`src/rtl/i2c_tgt_pkg.sv`:
```
// Shared constants and types of the I2C target front end.
// Assumes seven-bit addressing and eight-bit data bytes, both fixed by the bus.
package i2c_tgt_pkg;
    localparam int unsigned ADDR_BITS = 7;
    localparam int unsigned BYTE_BITS = 8;

    // What the engine is currently doing within a transfer.
    typedef enum logic [1:0] {
        ROLE_IDLE = 2'd0,
        ROLE_ADDR = 2'd1,
        ROLE_RX   = 2'd2,
        ROLE_TX   = 2'd3
    } role_e;
endpackage

```
`src/rtl/i2c_tgt_bus_cond.sv`:
```
// Bus event detector: clock edges and Start/Stop conditions.
// Assumes the inputs are already synchronized to clk. All outputs are
// single-cycle pulses that occur in the cycle the new level is first seen.
module i2c_tgt_bus_cond (
    input  logic clk,
    input  logic rst_n,
    input  logic scl_i,
    input  logic sda_i,
    output logic scl_rise_o,
    output logic scl_fall_o,
    output logic start_o,
    output logic stop_o
);
    logic scl_q;
    logic sda_q;

    // Keep the previous line levels; an idle bus is high on both lines.
    always_ff @(posedge clk) begin
        if (!rst_n) begin
            scl_q <= 1'b1;
            sda_q <= 1'b1;
        end else begin
            scl_q <= scl_i;
            sda_q <= sda_i;
        end
    end

    // Decode edges and conditions from the old and new levels.
    always_comb begin
        scl_rise_o = scl_i & ~scl_q;
        scl_fall_o = ~scl_i & scl_q;
        start_o    = scl_i & scl_q & sda_q & ~sda_i;
        stop_o     = scl_i & scl_q & ~sda_q & sda_i;
    end
endmodule

```
`src/rtl/i2c_tgt_fifo.sv`:
```
// Holding buffer for received bytes: a small first-in first-out store.
// Assumes the writer pushes only while full_o is low; pops on empty are ignored.
module i2c_tgt_fifo #(
    parameter int unsigned DEPTH = 2,
    parameter int unsigned WIDTH = 8
) (
    input  logic             clk,
    input  logic             rst_n,
    input  logic             push_i,
    input  logic [WIDTH-1:0] data_i,
    input  logic             pop_i,
    output logic [WIDTH-1:0] head_o,
    output logic             avail_o,
    output logic             full_o
);
    localparam int unsigned PTR_W = (DEPTH > 1) ? $clog2(DEPTH) : 1;
    localparam int unsigned CNT_W = $clog2(DEPTH + 1);
    localparam logic [PTR_W-1:0] LAST = PTR_W'(DEPTH - 1);
    localparam logic [CNT_W-1:0] FULL = CNT_W'(DEPTH);

    logic [WIDTH-1:0] mem [DEPTH];
    logic [PTR_W-1:0] wr_ptr;
    logic [PTR_W-1:0] rd_ptr;
    logic [CNT_W-1:0] count;
    logic             do_push;
    logic             do_pop;

    // Qualify the requests against the current fill level.
    always_comb begin
        full_o  = (count == FULL);
        avail_o = (count != '0);
        do_push = push_i && !full_o;
        do_pop  = pop_i && avail_o;
        head_o  = mem[rd_ptr];
    end

    // Store an accepted byte at the write pointer.
    always_ff @(posedge clk) begin
        if (do_push) mem[wr_ptr] <= data_i;
    end

    // Advance pointers and fill count.
    always_ff @(posedge clk) begin
        if (!rst_n) begin
            wr_ptr <= '0;
            rd_ptr <= '0;
            count  <= '0;
        end else begin
            if (do_push) wr_ptr <= (wr_ptr == LAST) ? '0 : wr_ptr + 1'b1;
            if (do_pop)  rd_ptr <= (rd_ptr == LAST) ? '0 : rd_ptr + 1'b1;
            case ({do_push, do_pop})
                2'b10:   count <= count + 1'b1;
                2'b01:   count <= count - 1'b1;
                default: count <= count;
            endcase
        end
    end

    // the engine never pushes into a full store.
    p_push_has_room_r6: assert property (@(posedge clk) disable iff (!rst_n)
        push_i |-> !full_o);
endmodule

```
`src/rtl/i2c_tgt_engine.sv`:
```
// Bit and byte engine of the I2C target: address compare, acknowledge,
// reception into the holding buffer and transmission of a supplied byte.
// Assumes bus events from i2c_tgt_bus_cond. Data is sampled at clock rise;
// the pull-down is updated only at clock fall, while the clock is low.
module i2c_tgt_engine
    import i2c_tgt_pkg::*;
(
    input  logic                 clk,
    input  logic                 rst_n,
    input  logic                 scl_i,
    input  logic                 sda_i,
    input  logic                 scl_rise_i,
    input  logic                 scl_fall_i,
    input  logic                 start_i,
    input  logic                 stop_i,
    input  logic [ADDR_BITS-1:0] own_addr_i,
    input  logic                 gc_en_i,
    input  logic [BYTE_BITS-1:0] tx_byte_i,
    input  logic                 fifo_full_i,
    input  logic                 gc_clr_i,
    output logic                 sda_pull_o,
    output logic                 push_o,
    output logic [BYTE_BITS-1:0] push_data_o,
    output logic                 addr_match_o,
    output logic                 read_mode_o,
    output logic                 gc_flag_o
);
    localparam int unsigned CNT_W = $clog2(BYTE_BITS + 1);
    localparam logic [CNT_W-1:0] ACK_SLOT  = CNT_W'(BYTE_BITS);
    localparam logic [CNT_W-1:0] LAST_DATA = CNT_W'(BYTE_BITS - 1);

    role_e                role;
    logic [CNT_W-1:0]     bit_cnt;
    logic [BYTE_BITS-2:0] rx_sr;
    logic [BYTE_BITS-2:0] tx_sr;
    logic                 ack_go;
    logic [BYTE_BITS-1:0] rx_byte;
    logic                 addr_hit;
    logic                 gc_hit;

    // Form the byte as it will stand after this rise and decode the address.
    always_comb begin
        rx_byte  = {rx_sr, sda_i};
        addr_hit = (rx_byte[BYTE_BITS-1:1] == own_addr_i);
        gc_hit   = gc_en_i && (rx_byte == '0);
    end

    // Sequence bits, bytes and acknowledges through one transfer.
    always_ff @(posedge clk) begin
        if (!rst_n) begin
            role         <= ROLE_IDLE;
            bit_cnt      <= '0;
            rx_sr        <= '0;
            tx_sr        <= '0;
            ack_go       <= 1'b0;
            sda_pull_o   <= 1'b0;
            push_o       <= 1'b0;
            push_data_o  <= '0;
            addr_match_o <= 1'b0;
            read_mode_o  <= 1'b0;
            gc_flag_o    <= 1'b0;
        end else begin
            push_o <= 1'b0;
            if (gc_clr_i) gc_flag_o <= 1'b0;
            if (start_i || stop_i) begin
                role         <= start_i ? ROLE_ADDR : ROLE_IDLE;
                bit_cnt      <= '0;
                ack_go       <= 1'b0;
                sda_pull_o   <= 1'b0;
                addr_match_o <= 1'b0;
                read_mode_o  <= 1'b0;
            end else if (scl_rise_i) begin
                if (bit_cnt == ACK_SLOT) begin
                    bit_cnt <= '0;
                    if (role == ROLE_TX && sda_i) role <= ROLE_IDLE;
                end else begin
                    bit_cnt <= bit_cnt + 1'b1;
                    rx_sr   <= rx_byte[BYTE_BITS-2:0];
                    if (bit_cnt == LAST_DATA) begin
                        ack_go <= 1'b0;
                        case (role)
                            ROLE_ADDR: begin
                                if (addr_hit) begin
                                    ack_go       <= 1'b1;
                                    addr_match_o <= 1'b1;
                                    read_mode_o  <= rx_byte[0];
                                    role         <= rx_byte[0] ? ROLE_TX : ROLE_RX;
                                end else if (gc_hit) begin
                                    ack_go    <= 1'b1;
                                    gc_flag_o <= 1'b1;
                                    role      <= ROLE_RX;
                                end else begin
                                    role <= ROLE_IDLE;
                                end
                            end
                            ROLE_RX: begin
                                if (!fifo_full_i) begin
                                    ack_go      <= 1'b1;
                                    push_o      <= 1'b1;
                                    push_data_o <= rx_byte;
                                end
                            end
                            default: ;
                        endcase
                    end
                end
            end else if (scl_fall_i) begin
                if (bit_cnt == ACK_SLOT) begin
                    sda_pull_o <= ack_go;
                end else if (bit_cnt == '0) begin
                    if (role == ROLE_TX) begin
                        tx_sr      <= tx_byte_i[BYTE_BITS-2:0];
                        sda_pull_o <= !tx_byte_i[BYTE_BITS-1];
                    end else begin
                        sda_pull_o <= 1'b0;
                    end
                end else if (role == ROLE_TX) begin
                    sda_pull_o <= !tx_sr[BYTE_BITS-2];
                    tx_sr      <= {tx_sr[BYTE_BITS-3:0], 1'b0};
                end
            end
        end
    end

    // the pull-down moves only in a cycle whose clock level was low.
    p_pull_scl_low_r10: assert property (@(posedge clk) disable iff (!rst_n)
        (sda_pull_o != $past(sda_pull_o)) && !$past(start_i || stop_i) |-> !$past(scl_i));

    // an idle engine never drives the line.
    p_idle_silent_r8: assert property (@(posedge clk) disable iff (!rst_n)
        (role == ROLE_IDLE) |-> !sda_pull_o);

    // the byte strobe is a single-cycle pulse.
    p_strobe_single_r5: assert property (@(posedge clk) disable iff (!rst_n)
        push_o |=> !push_o);

    // Stop clears the address match.
    p_stop_clears_match_r1: assert property (@(posedge clk) disable iff (!rst_n)
        stop_i |=> !addr_match_o);

    // any Start restarts address reception from bit zero.
    p_restart_to_addr_r9: assert property (@(posedge clk) disable iff (!rst_n)
        start_i |=> (role == ROLE_ADDR) && (bit_cnt == '0));

    // the general-call flag holds until cleared.
    p_gc_sticky_r11: assert property (@(posedge clk) disable iff (!rst_n)
        gc_flag_o && !gc_clr_i |=> gc_flag_o);
endmodule

```
`src/rtl/i2c_tgt_frontend.sv`:
```
// Top of the I2C target front end: bus event detector, bit/byte engine and
// receive holding buffer. Assumes synchronized line inputs and an external
// open-drain driver controlled by sda_pull_o.
module i2c_tgt_frontend
    import i2c_tgt_pkg::*;
#(
    parameter int unsigned RX_DEPTH = 2
) (
    input  logic                 clk,
    input  logic                 rst_n,
    input  logic                 scl_i,
    input  logic                 sda_i,
    input  logic [ADDR_BITS-1:0] own_addr_i,
    input  logic                 gc_en_i,
    input  logic [BYTE_BITS-1:0] tx_byte_i,
    input  logic                 rx_pop_i,
    input  logic                 gc_clr_i,
    output logic                 sda_pull_o,
    output logic [BYTE_BITS-1:0] rx_data_o,
    output logic                 rx_avail_o,
    output logic                 rx_strobe_o,
    output logic                 addr_match_o,
    output logic                 read_mode_o,
    output logic                 gc_flag_o
);
    logic                 scl_rise;
    logic                 scl_fall;
    logic                 start_ev;
    logic                 stop_ev;
    logic                 fifo_full;
    logic                 push;
    logic [BYTE_BITS-1:0] push_data;

    i2c_tgt_bus_cond u_cond (
        .clk        (clk),
        .rst_n      (rst_n),
        .scl_i      (scl_i),
        .sda_i      (sda_i),
        .scl_rise_o (scl_rise),
        .scl_fall_o (scl_fall),
        .start_o    (start_ev),
        .stop_o     (stop_ev)
    );

    i2c_tgt_engine u_engine (
        .clk          (clk),
        .rst_n        (rst_n),
        .scl_i        (scl_i),
        .sda_i        (sda_i),
        .scl_rise_i   (scl_rise),
        .scl_fall_i   (scl_fall),
        .start_i      (start_ev),
        .stop_i       (stop_ev),
        .own_addr_i   (own_addr_i),
        .gc_en_i      (gc_en_i),
        .tx_byte_i    (tx_byte_i),
        .fifo_full_i  (fifo_full),
        .gc_clr_i     (gc_clr_i),
        .sda_pull_o   (sda_pull_o),
        .push_o       (push),
        .push_data_o  (push_data),
        .addr_match_o (addr_match_o),
        .read_mode_o  (read_mode_o),
        .gc_flag_o    (gc_flag_o)
    );

    i2c_tgt_fifo #(
        .DEPTH (RX_DEPTH),
        .WIDTH (BYTE_BITS)
    ) u_fifo (
        .clk     (clk),
        .rst_n   (rst_n),
        .push_i  (push),
        .data_i  (push_data),
        .pop_i   (rx_pop_i),
        .head_o  (rx_data_o),
        .avail_o (rx_avail_o),
        .full_o  (fifo_full)
    );

    // The strobe is the accepted push itself.
    always_comb rx_strobe_o = push;
endmodule

```
`config.mk`:
```
export PLATFORM = sky130hd
export DESIGN_NAME = i2c_tgt_frontend
export DESIGN_NICKNAME = d
export VERILOG_FILES = /design/src/rtl/i2c_tgt_pkg.sv /design/src/rtl/i2c_tgt_bus_cond.sv /design/src/rtl/i2c_tgt_fifo.sv /design/src/rtl/i2c_tgt_engine.sv /design/src/rtl/i2c_tgt_frontend.sv
export SDC_FILE = /design/constraint.sdc
export NUM_CORES = 1
export LEC_CHECK = 0
export BUFFER_PORTS_ARGS = -buffer_cell sky130_fd_sc_hd__clkbuf_2
export CAP_MARGIN = 20
export CORE_MARGIN = 8
export CORE_UTILIZATION = 60
export DETAILED_ROUTE_END_ITERATION = 8
export PLACE_DENSITY = 0.83
export SLEW_MARGIN = 40
export SYNTH_ARGS = -nofsm -noshare
export SYNTH_HDL_FRONTEND = slang
export SYNTH_SLANG_ARGS = --single-unit
```
`constraint.sdc`:
```
create_clock -name clk -period 5.28 [get_ports clk]
set_clock_uncertainty 0.2 [all_clocks]
set_input_delay 0.792 -clock clk [delete_from_list [all_inputs] [get_ports clk]]
set_output_delay 0.792 -clock clk [all_outputs]
set_load 0.02 [all_outputs]
```
==> results of run 1 <==
## worst register-to-register path: cells and delay by family (launching register included)
kind,cells,cell delay (ps)
buffers and inverters,1,90
DFF,1,340
AOI/OAI and AO/OA,1,90
muxes,1,280
and+or+nand+nor,3,1050
adders and majority gates,1,180
## metal layers
metal,wire length (µm),vias up
met5,0,-
met4,102,0
met3,278,10
met2,2247,49
met1,2133,867
li1,-,950
## flip-flops by register name, indices dropped and copies added, names as in the netlist, named ones only
name	cells
u_cond.scl_q	1
u_cond.sda_q	1
u_engine.ack_go	1
u_engine.addr_match_o	1
u_engine.bit_cnt	4
u_engine.gc_flag_o	1
u_engine.push_data_o	8
u_engine.push_o	1
u_engine.read_mode_o	1
u_engine.role	2
u_engine.rx_sr	7
u_engine.sda_pull_o	1
u_engine.tx_sr	7
u_fifo.count	2
u_fifo.mem	16
u_fifo.rd_ptr	1
u_fifo.wr_ptr	1
## logic make-up (layout without fill, tap and decap cells)
kind of cell | count (synthesis) | in the layout | share of synthesized area
buffers and inverters | 19 | 59 | 0.03520
XOR/XNOR | 12 | 12 | 0.04165
AO/OA/AOI/OAI | 42 | 42 | 0.1046
multiplexers | 21 | 21 | 0.08726
adder cells (fa/ha/maj) | 6 | 6 | 0.02975
AND/OR/NAND/NOR | 94 | 94 | 0.1859
flip-flops | 57 | 57 | 0.5156
## Yosys cell counts, types with 2 or more instances
cell / count
nand3_1: 11
and2_1: 10
nand2b_1: 3
mux2_2: 8
nor2b_1: 4
nand2_1: 29
nor2_1: 20
xnor2_1: 2
o21ai_0: 14
xor2_1: 10
o41ai_1: 2
nand4_1: 2
ha_1: 6
dfxtp_1: 41
mux2i_1: 13
a21oi_1: 13
o21a_1: 2
nor3_1: 4
inv_1: 7
a31oi_1: 2
buf_2: 5
edfxtp_1: 16
clkbuf_1: 4
## metrics by stage
step                hold WS (ps)  cell area (µm²)  power (mW)  std cells
floorplan                  225.3             2524      0.4873        251
global placement           237.2             2703      0.5008        325
detailed placement         243.0             2703      0.5015        325
CTS                        257.7             2874      0.8452        341
global route               272.7             2874      0.8758        341
finish                     254.2             2874      0.8392        341
## where the power goes
group	switching, mW	internal (mW)	leakage, nW
clock	0.169	0.178	0.0855
sequential	0.00301	0.449	0.441
combinational	0.0228	0.0163	0.601
total	0.195	0.644	1.13
## path summary, 6_finish.rpt
kind,start,endpoint,slack (ps),cells past startpoint
setup / recovery,flip-flop,rx_data_o[1],2880,2
setup reg to reg,u_engine.bit_cnt[0],u_engine.tx_sr[5],2950,7
hold reg to reg,u_engine.push_data_o[5],u_fifo.mem[0][5],250,0
hold / removal,u_engine.push_data_o[5],u_fifo.mem[0][5],250,0
## layout make-up
type | instances | area, µm²
Clock inverter | 6 | 33.78
Multi-Input combinational cell | 175 | 1134
Timing Repair Buffer | 35 | 175.2
Tap cell | 50 | 62.56
Clock buffer | 10 | 137.6
Sequential cell | 57 | 1301
Fill cell | 324 | 1155
Inverter | 8 | 30.03
## cells in the final DEF, fill, tap and decap left out, types with 3 or more instances in the layout
master     n
nand3_1   11
inv_1      7
clkinv_2   3
dfxtp_1   41
edfxtp_1  16
mux2_2     8
a21oi_1   13
clkbuf_2  35
xor2_1    10
nor3_1     4
and2_1    10
ha_1       6
nand2b_1   3
nor2_1    20
clkbuf_8  10
o21ai_0   14
nand2_1   29
nor2b_1    4
mux2i_1   13
==> qor.csv, run 1 <==
stage;metric;value;unit
outcome;outcome;finished, final reports clean;
final_layout;layout cell share with drive strength beyond 1;0.2234;
global_routing;grt met2 use;0.2446;
die;IO Pins;36;
clocking;Max clock buf depth;2;
global_routing;GRT busiest layer;met2;
global_routing;GR Util All Layers;0.1644;
sta;setup TNS;0;ps
sta;final count of hold timing violations;0;
run;max-cap violations;0;
logic_synthesis;Synth top area share;0.3252;
place;gp weighted congestion;0.8298;
clocking;CTS resizes;0;
detailed_routing;routed wire length;4.763;mm
logic_synthesis;Async S/R FF share, synth;0;
power;Worst IR Drop VDD;0.2242;mV
detailed_routing;Via Count;1876;
die;initial core utilization;0.6264;
critical_path;crit-path max FO;8;
final_layout;Diodes inserted;0;
final_layout;Nets;314;
clocking;# clock sinks;57;
critical_path;WS Path Type;reg2out;
detailed_routing;DRT Pass-1 Iters;5;
clocking;clock slew at reported path FFs;60;ps
critical_path;max incr delay on CP;530;ps
clocking;CTS hold repair buffers;0;
global_routing;first-pass GRT wire length;8.335;mm
logic_synthesis;Ys Warns;0;
sta;Max Clock Freq;0.4174;GHz
logic_synthesis;synth unique cells;46;
place;I/O Buffers;35;
global_routing;vias in the first global route;1805;
critical_path;slowest CP cell;dfxtp_1;
logic_synthesis;Cells after Synth;251;
die;Die H;80.86;µm
clocking;H-tree level count;3;
die;num rows;23;
logic_synthesis;Post-Syn Area;0.002524;mm²
sta;Pins Over Slew Limit;0;
logic_synthesis;number of synthesized flops with an enable pin;16;
sta;RSZ-0062 raised after global routing;no;
logic_synthesis;Synth area leader;dfxtp_1;
sta;Final period util;0.4538;
global_routing;GRT overflow;0;
detailed_routing;drt initial violations;121;
detailed_routing;drc violations;0;
critical_path;Top delay family on crit path;flip-flops;
global_routing;met1 usage;0.2062;
detailed_routing;Post-DRT Antenna Nets;0;
critical_path;Setup crit end kind;output pin;
die;Die W;80.86;µm
global_routing;met3 Use GR;0.05740;
critical_path;WP data required;4290;ps
die;Die ar.;0.006538;mm²
critical_path;Startpoint Class;flip-flop;
global_routing;largest net degree at the start of global routing;26;
detailed_routing;Wirelength per Cell;13.97;µm
place;dpl hpwl;3.448;mm
detailed_routing;drt via density;5.501;
logic_synthesis;Avg Synthesized Cell Area;10.05;µm²
critical_path;worst path bufs/invs;1;
clocking;post-CTS setup repair buffer count;0;
power;Leakage Power;1.128;nW
logic_synthesis;ranking of synthesized cells by area;dfxtp_1 33%, edfxtp_1 19%, mux2i_1 5.2%;
logic_synthesis;sequential share of the synthesized area;0.5156;
critical_path;Worst Path Arrival;1400;ps
logic_synthesis;Most used DFF post-synth;dfxtp_1;
sta;Slew headroom;0.5151;
final_layout;Finished Core Util;0.7134;
sta;Worst Max-Slew Pin Slew;725.8;ps
clocking;CTS root buf;clkbuf_8;
clocking;total CTS buffers;9;
final_layout;Area Overhead vs Synth;13.88;%
min_path;Hold Crit Class;reg2reg;
clocking;worst skew pair latency;330;ps
die;Placeable Area;0.004029;mm²
global_routing;number of antenna violations at the first check in global routing;0;
clocking;CTS tree;yes;
sta;Period minus WS final;2396;ps
logic_synthesis;#FFs+latches synth;57;
logic_synthesis;Syn Nets;279;
sta;Setup Viol. Count Final;0;
power;pwr/cell area;292.0;mW/mm²
critical_path;CP Cell Sequence;mux2_2, clkbuf_2;
sta;fin worst setup slack;2884;ps
place;dpl ws;2752;ps
(Power assumes the default switching activity.)
==> run 2, diff against run 1 <==
--- a/config.mk
+++ b/config.mk
@@ -8,9 +8,9 @@
 export BUFFER_PORTS_ARGS = -buffer_cell sky130_fd_sc_hd__clkbuf_2
 export CAP_MARGIN = 20
 export CORE_MARGIN = 8
-export CORE_UTILIZATION = 60
+export CORE_UTILIZATION = 51
 export DETAILED_ROUTE_END_ITERATION = 8
-export PLACE_DENSITY = 0.83
+export PLACE_DENSITY = 0.75
 export SLEW_MARGIN = 40
 export SYNTH_ARGS = -nofsm -noshare
 export SYNTH_HDL_FRONTEND = slang
==> constraint.sdc (replaced) <==
create_clock -name clk -period 1.9 [get_ports clk]
set_clock_uncertainty 0.2 [all_clocks]
set_input_delay 0.285 -clock clk [delete_from_list [all_inputs] [get_ports clk]]
set_output_delay 0.285 -clock clk [all_outputs]
set_load 0.02 [all_outputs]
==> run 2 against run 1 <==
  * Clock power grew to 2.8 times the previous value
  * Die area up 14%
  * Final area is 6.2% higher
  * Cell count is 9.1% higher
  * Utilization is 7.1 points lower
  * Total power rose to 2.8 times the previous value
  * Wire length is 5.0% higher
  * Highest routed layer unchanged
==> qor.csv, run 2 (synthesis gave the netlist of run 1 again) <==
stage;metric;value;unit;change
final_layout;layout cell share with drive strength beyond 1;0.2951;;was 0.2234
die;num rows;25;;was 23
die;Die W;86.35;µm;was 80.86 µm
min_path;Hold Crit Class;in2reg;;was reg2reg
clocking;clock slew at reported path FFs;70;ps;was 60 ps
critical_path;max incr delay on CP;360;ps;was 530 ps
final_layout;flip-flop and latch area;0.001304;mm²;was 0.001301 mm²
critical_path;crit-path max FO;3;;was 8
clocking;total CTS buffers;9;;unchanged
die;Die ar.;0.007455;mm²;was 0.006538 mm²
final_layout;Biggest register;u_fifo.mem;;unchanged
clocking;# clock sinks;57;;unchanged
die;Die H;86.35;µm;was 80.86 µm
critical_path;slowest CP cell;or3_1;;was dfxtp_1
global_routing;GR Util All Layers;0.1423;;was 0.1644
power;Worst IR Drop VDD;0.4966;mV;was 0.2242 mV
place;gp weighted congestion;0.8093;;was 0.8298
detailed_routing;drt via density;5.194;;was 5.501
global_routing;largest net degree at the start of global routing;24;;was 26
detailed_routing;Via Count;1932;;was 1876
final_layout;Largest register FFs;16;;unchanged
final_layout;commonest cells after routing, fill and taps aside;39 x dfxtp_1, 35 x clkbuf_2, 29 x nand2_1;;was 41 x dfxtp_1, 35 x clkbuf_2, 29 x nand2_1
power;pwr/cell area;770.1;mW/mm²;was 292.0 mW/mm²
global_routing;number of antenna violations at the first check in global routing;0;;unchanged
final_layout;Largest regs;u_fifo.mem: 16 flops, u_engine.push_data_o: 8 flops;;unchanged
global_routing;met3 Use GR;0.05577;;was 0.05740
clocking;H-tree level count;3;;unchanged
sta;Setup Viol. Count Final;0;;unchanged
critical_path;Setup crit end kind;flip-flop;;was output pin
sta;Pins Over Slew Limit;0;;unchanged
critical_path;WS Path Type;reg2reg;;was reg2out
sta;Worst Max-Slew Pin Slew;421.9;ps;was 725.8 ps
sta;RSZ-0062 raised after global routing;no;;unchanged
die;IO Pins;36;;unchanged
die;Placeable Area;0.004755;mm²;was 0.004029 mm²
sta;Period minus WS final;1788;ps;
final_layout;Fillers;403;;was 324
global_routing;met1 usage;0.1715;;was 0.2062
place;I/O Buffers;35;;unchanged
sta;final count of hold timing violations;0;;unchanged
place;dpl hpwl;3.590;mm;was 3.448 mm
global_routing;grt met2 use;0.2153;;was 0.2446
clocking;CTS root buf;clkbuf_8;;unchanged
sta;Max Clock Freq;0.5592;GHz;
clocking;CTS tree;yes;;unchanged
sta;Slew headroom;0.7174;;was 0.5151
global_routing;first-pass GRT wire length;8.224;mm;was 8.335 mm
place;DP Area;0.002816;mm²;was 0.002703 mm²
critical_path;Startpoint Class;flip-flop;;unchanged
final_layout;Finished Cell Area;0.003053;mm²;was 0.002874 mm²
final_layout;most common cell after layout, fill and taps aside;dfxtp_1;;unchanged
sta;Final period util;0.9413;;
final_layout;area of the multi-input gates;0.001184;mm²;was 0.001134 mm²
critical_path;Worst Path Arrival;1860;ps;was 1400 ps
detailed_routing;Post-DRT Antenna Nets;0;;unchanged
global_routing;GRT overflow;0;;unchanged
outcome;outcome;finished, final reports clean;;unchanged
detailed_routing;routed wire length;4.999;mm;was 4.763 mm
run;max-cap violations;0;;unchanged
die;initial core utilization;0.5308;;was 0.6264
power;Leakage Power;1.212;nW;was 1.128 nW
clocking;Max clock buf depth;2;;unchanged
critical_path;WP data required;1970;ps;was 4290 ps
detailed_routing;Wirelength per Cell;13.44;µm;was 13.97 µm
detailed_routing;DRT Pass-1 Iters;4;;was 5
clocking;worst skew pair latency;340;ps;was 330 ps
global_routing;GRT busiest layer;met2;;unchanged
detailed_routing;drt initial violations;103;;was 121
sta;setup TNS;0;ps;unchanged
critical_path;CP Cell Sequence;buf_4, nand2b_1, nand2_1, ha_4, or3_1, a21oi_1;;was mux2_2, clkbuf_2
global_routing;vias in the first global route;1809;;was 1805
final_layout;Area Overhead vs Synth;20.97;%;was 13.88%
final_layout;Nets;328;;was 314
detailed_routing;drc violations;0;;unchanged
final_layout;Diodes inserted;0;;unchanged
-- run 2: path summary, 6_finish.rpt --
kind	from	endpoint	slack, ps	cells after the start
max	u_fifo.count[0]	u_fifo.count[1]	110	6
min	gc_clr_i	u_engine.gc_flag_o	50	3
max reg2reg	u_fifo.count[0]	u_fifo.count[1]	110	6
min reg2reg	u_engine.push_data_o[1]	u_fifo.mem[1][1]	260	0
-- run 2: stage by stage --
step	std cells	power (mW)	hold slack [ps]	utilization	setup slack, ps
CTS	370	2.369	37.48	0.6287	43.45
global placement	354	1.401	236.8	0.5924	96.11
floorplan	251	1.354	158.1	-	39.30
global route	372	2.447	64.60	0.6421	4.054
finish	372	2.351	50.19	0.6421	111.6
detailed placement	354	1.404	242.3	0.5924	58.31
-- run 2: repair_timing --
action	4_1_cts	5_1_grt
hold buffers	0	0
setup buffers	0	2
endpoints found under the setup margin	8	10
resized for setup	1	13
cloned	0	0
pin swaps	0	2
-- run 2: layer usage --
metal / vias up / wire length, µm
met5: - / 0
met4: 0 / 85
met3: 8 / 251
met2: 41 / 2379
met1: 907 / 2282
li1: 976 / -
-- run 2: final cells by class --
cell class / instances / share of cell area
clock buffer: 9 / 0.04057
timing repair buffer: 49 / 0.09180
tap: 67 / 0.02746
multi-input combinational: 175 / 0.3877
inverter: 8 / 0.009836
clock inverter: 7 / 0.01557
sequential: 57 / 0.4270
-- run 2: where the power goes --
| group | internal (mW) | total, mW | switching [mW] |
|---|---|---|---|
| combinational | 0.0566 | 0.126 | 0.0689 |
| sequential | 1.25 | 1.26 | 0.00830 |
| clock | 0.468 | 0.969 | 0.500 |
-- run 2: critical path: cells and delay by family, from the launching register on --
family	cells	cell delay, ps
AOI/OAI and AO/OA	1	140
DFF	1	310
buffers and inverters	1	140
and+or+nand+nor	3	700
adders and majority gates	1	230
==> run 3, diff against run 2 <==
--- a/config.mk
+++ b/config.mk
@@ -7,10 +7,12 @@
 export LEC_CHECK = 0
 export BUFFER_PORTS_ARGS = -buffer_cell sky130_fd_sc_hd__clkbuf_2
 export CAP_MARGIN = 20
+export CELL_PAD_IN_SITES_DETAIL_PLACEMENT = 1
+export CELL_PAD_IN_SITES_GLOBAL_PLACEMENT = 2
 export CORE_MARGIN = 8
-export CORE_UTILIZATION = 51
+export CORE_UTILIZATION = 32
 export DETAILED_ROUTE_END_ITERATION = 8
-export PLACE_DENSITY = 0.75
+export PLACE_DENSITY_LB_ADDON = 0.1
 export SLEW_MARGIN = 40
 export SYNTH_ARGS = -nofsm -noshare
 export SYNTH_HDL_FRONTEND = slang
==> run 3 against run 2 <==
  * Utilization down 23 points
  * Final area up 2.8%
  * Sequential share of layout area down 1.1 points
  * Sequential cell count unchanged
  * Worst hold slack better by 9.9 ps
  * Fmax down 0.46%
  * Sequential power about the same
  * First-iteration DRC count down 47%
==> qor.csv, run 3 (synthesis gave the netlist of run 1 again) <==
stage;metric;value;unit;change
outcome;outcome;finished, final reports clean;;unchanged
die;IO Pins;36;;unchanged
power;Power Internal;1.778;mW;was 1.773 mW
sta;Final period util;0.9456;;was 0.9413
sta;Max Clock Freq;0.5566;GHz;was 0.5592 GHz
place;dpl ws;20.67;ps;was 58.31 ps
critical_path;WP data required;1960;ps;was 1970 ps
final_layout;Finished Cell Area;0.003138;mm²;was 0.003053 mm²
critical_path;Startpoint Class;flip-flop;;unchanged
critical_path;WS Path Type;reg2reg;;unchanged
global_routing;largest net degree at the start of global routing;24;;unchanged
clocking;worst skew pair latency;330;ps;was 340 ps
final_layout;flip-flop and latch area;0.001306;mm²;was 0.001304 mm²
global_routing;vias in the first global route;2059;;was 1809
detailed_routing;drt initial violations;55;;was 103
sta;Worst Max-Slew Pin Slew;485.8;ps;was 421.9 ps
place;I/O Buffers;35;;unchanged
clocking;clock slew at reported path FFs;70;ps;about the same
clocking;Max clock buf depth;2;;unchanged
clocking;CTS tree;yes;;unchanged
sta;fin worst setup slack;103.3;ps;was 111.6 ps
power;Worst IR Drop VDD;0.3102;mV;was 0.4966 mV
sta;Pins Over Slew Limit;0;;unchanged
final_layout;Diodes inserted;0;;unchanged
sta;Period minus WS final;1797;ps;was 1788 ps
power;pwr/cell area;754.8;mW/mm²;was 770.1 mW/mm²
clocking;# clock sinks;57;;unchanged
clocking;CTS root buf;clkbuf_8;;unchanged
global_routing;GR Util All Layers;0.1125;;was 0.1423
critical_path;r2r startpoint;u_fifo.count[0];;unchanged
die;Die W;104.8;µm;was 86.35 µm
place;DP Area;0.002920;mm²;was 0.002816 mm²
min_path;Hold Crit Class;in2reg;;unchanged
critical_path;CP Launch Point;u_fifo.count[0];;unchanged
final_layout;Fillers;915;;was 403
clocking;total CTS buffers;9;;unchanged
die;Die H;104.8;µm;was 86.35 µm
clocking;H-tree level count;3;;unchanged
run;max-cap violations;0;;unchanged
critical_path;Reg2Reg Depth;6;;unchanged
die;Placeable Area;0.007687;mm²;was 0.004755 mm²
global_routing;first-pass GRT wire length;10.01;mm;was 8.224 mm
power;sw frac;0.2492;;was 0.2457
detailed_routing;DRT Pass-1 Iters;4;;unchanged
detailed_routing;Post-DRT Antenna Nets;0;;unchanged
critical_path;Worst Path Arrival;1860;ps;about the same
power;switching pwr;0.5903;mW;was 0.5777 mW
critical_path;Setup crit end kind;flip-flop;;unchanged
power;sequential power share;0.531;;was 0.535
critical_path;Worst setup endpoint;u_fifo.count[1];;unchanged
final_layout;commonest cells after routing, fill and taps aside;37 x dfxtp_1, 35 x clkbuf_2, 29 x nand2_1;;was 39 x dfxtp_1, 35 x clkbuf_2, 29 x nand2_1
power;Leakage Power;1.241;nW;was 1.212 nW
sta;Setup Viol. Count Final;0;;unchanged
global_routing;number of antenna violations at the first check in global routing;0;;unchanged
sta;Slew headroom;0.6746;;was 0.7174
detailed_routing;routed wire length;5.974;mm;was 4.999 mm
sta;final count of hold timing violations;0;;unchanged
global_routing;GRT overflow;0;;unchanged
final_layout;Largest register FFs;16;;unchanged
place;dpl hpwl;4.474;mm;was 3.590 mm
detailed_routing;drc violations;0;;unchanged
detailed_routing;Via Count;1939;;was 1932
detailed_routing;Wirelength per Cell;14.43;µm;was 13.44 µm
die;Die ar.;0.01098;mm²;was 0.007455 mm²
power;Clk pwr share;0.412;;about the same
final_layout;layout cell share with drive strength beyond 1;0.3109;;was 0.2951
final_layout;most common cell after layout, fill and taps aside;dfxtp_1;;unchanged
final_layout;area of the multi-input gates;0.001171;mm²;was 0.001184 mm²
die;initial core utilization;0.3283;;was 0.5308
power;Logic pwr share;0.057;;was 0.053
final_layout;Biggest register;u_fifo.mem;;unchanged
sta;RSZ-0062 raised after global routing;no;;unchanged
final_layout;Largest regs;u_fifo.mem: 16 flops, u_engine.push_data_o: 8 flops;;unchanged
final_layout;Nets;335;;was 328
power;total power;2.369;mW;was 2.351 mW
die;num rows;32;;was 25
critical_path;R2R Setup Slk;100;ps;was 110 ps
critical_path;crit-path max FO;4;;was 3
sta;setup TNS;0;ps;unchanged
critical_path;RR Endpoint;u_fifo.count[1];;unchanged
final_layout;Area Overhead vs Synth;24.34;%;was 20.97%
detailed_routing;drt via density;4.684;;was 5.194
place;gp weighted congestion;0.7874;;was 0.8093
run 3: changes by cell type in the layout (fill, tap and decap cells not counted), sizes merged:
cell,previous run,this run
inv,8,9
clkinvlp,2,3
buf,14,21
clkinv,5,3
run 3: worst max-delay path, cell delays in order, from the launching register on:
cell and delay (ps):
dfxtp_1 340, or2_4 250, and2_1 200, ha_4 170
xnor2_1 130, or3_1 310, a21oi_1 140
run 3: area by class of cell:
type / count / share of cell area
Sequential cell: 57 / 0.4163
Multi-Input combinational cell: 175 / 0.3732
Timing Repair Buffer: 56 / 0.1061
Tap cell: 102 / 0.04067
Clock buffer: 9 / 0.03947
Clock inverter: 7 / 0.01475
Inverter: 8 / 0.009569
run 3: how the worst min path moves through the flow:
stage	from	to	slack (ps)	cells after the start
after floorplan	rst_n	u_cond.scl_q	160	1
after global placement	u_engine.push_data_o[2]	u_fifo.mem[0][2]	240	0
after detailed placement	u_engine.push_data_o[2]	u_fifo.mem[1][2]	250	0
after CTS	gc_clr_i	u_engine.gc_flag_o	50	3
after global routing	gc_clr_i	u_engine.gc_flag_o	40	3
final	gc_clr_i	u_engine.gc_flag_o	60	3
run 3: routing by layer:
metal,routed length [µm],global-route usage
met2,2711,0.1719
met4,74,0.04893
met5,0,0
met3,237,0.03194
met1,2950,0.1445
run 3: power by group through the flow:
stage	sequential, mW	combinational [mW]	clock, mW
2_1_floorplan	1.28	0.0721	0
3_3_place_gp	1.28	0.131	0
3_5_place_dp	1.28	0.133	0
4_1_cts	1.26	0.134	1.01
5_1_grt	1.26	0.151	1.06
6_report	1.26	0.135	0.976
run 3: repair_timing:
action | 4_1_cts | 5_1_grt
setup buffers | 0 | 1
pin swaps | 0 | 3
setup endpoints to repair | 9 | 15
hold buffers | 0 | 0
resized for setup | 2 | 13
run 3: through the flow:
| step | utilization | instances | hold WS [ps] |
|---|---|---|---|
| 6_report | 0.4082 | 414 | 60.11 |
| 5_1_grt | 0.4082 | 414 | 40.17 |
| 4_1_cts | 0.4022 | 413 | 48.58 |
| 3_5_place_dp | 0.3799 | 397 | 248.4 |
| 3_3_place_gp | 0.3799 | 397 | 236.5 |
| 2_1_floorplan | - | 251 | 158.1 |
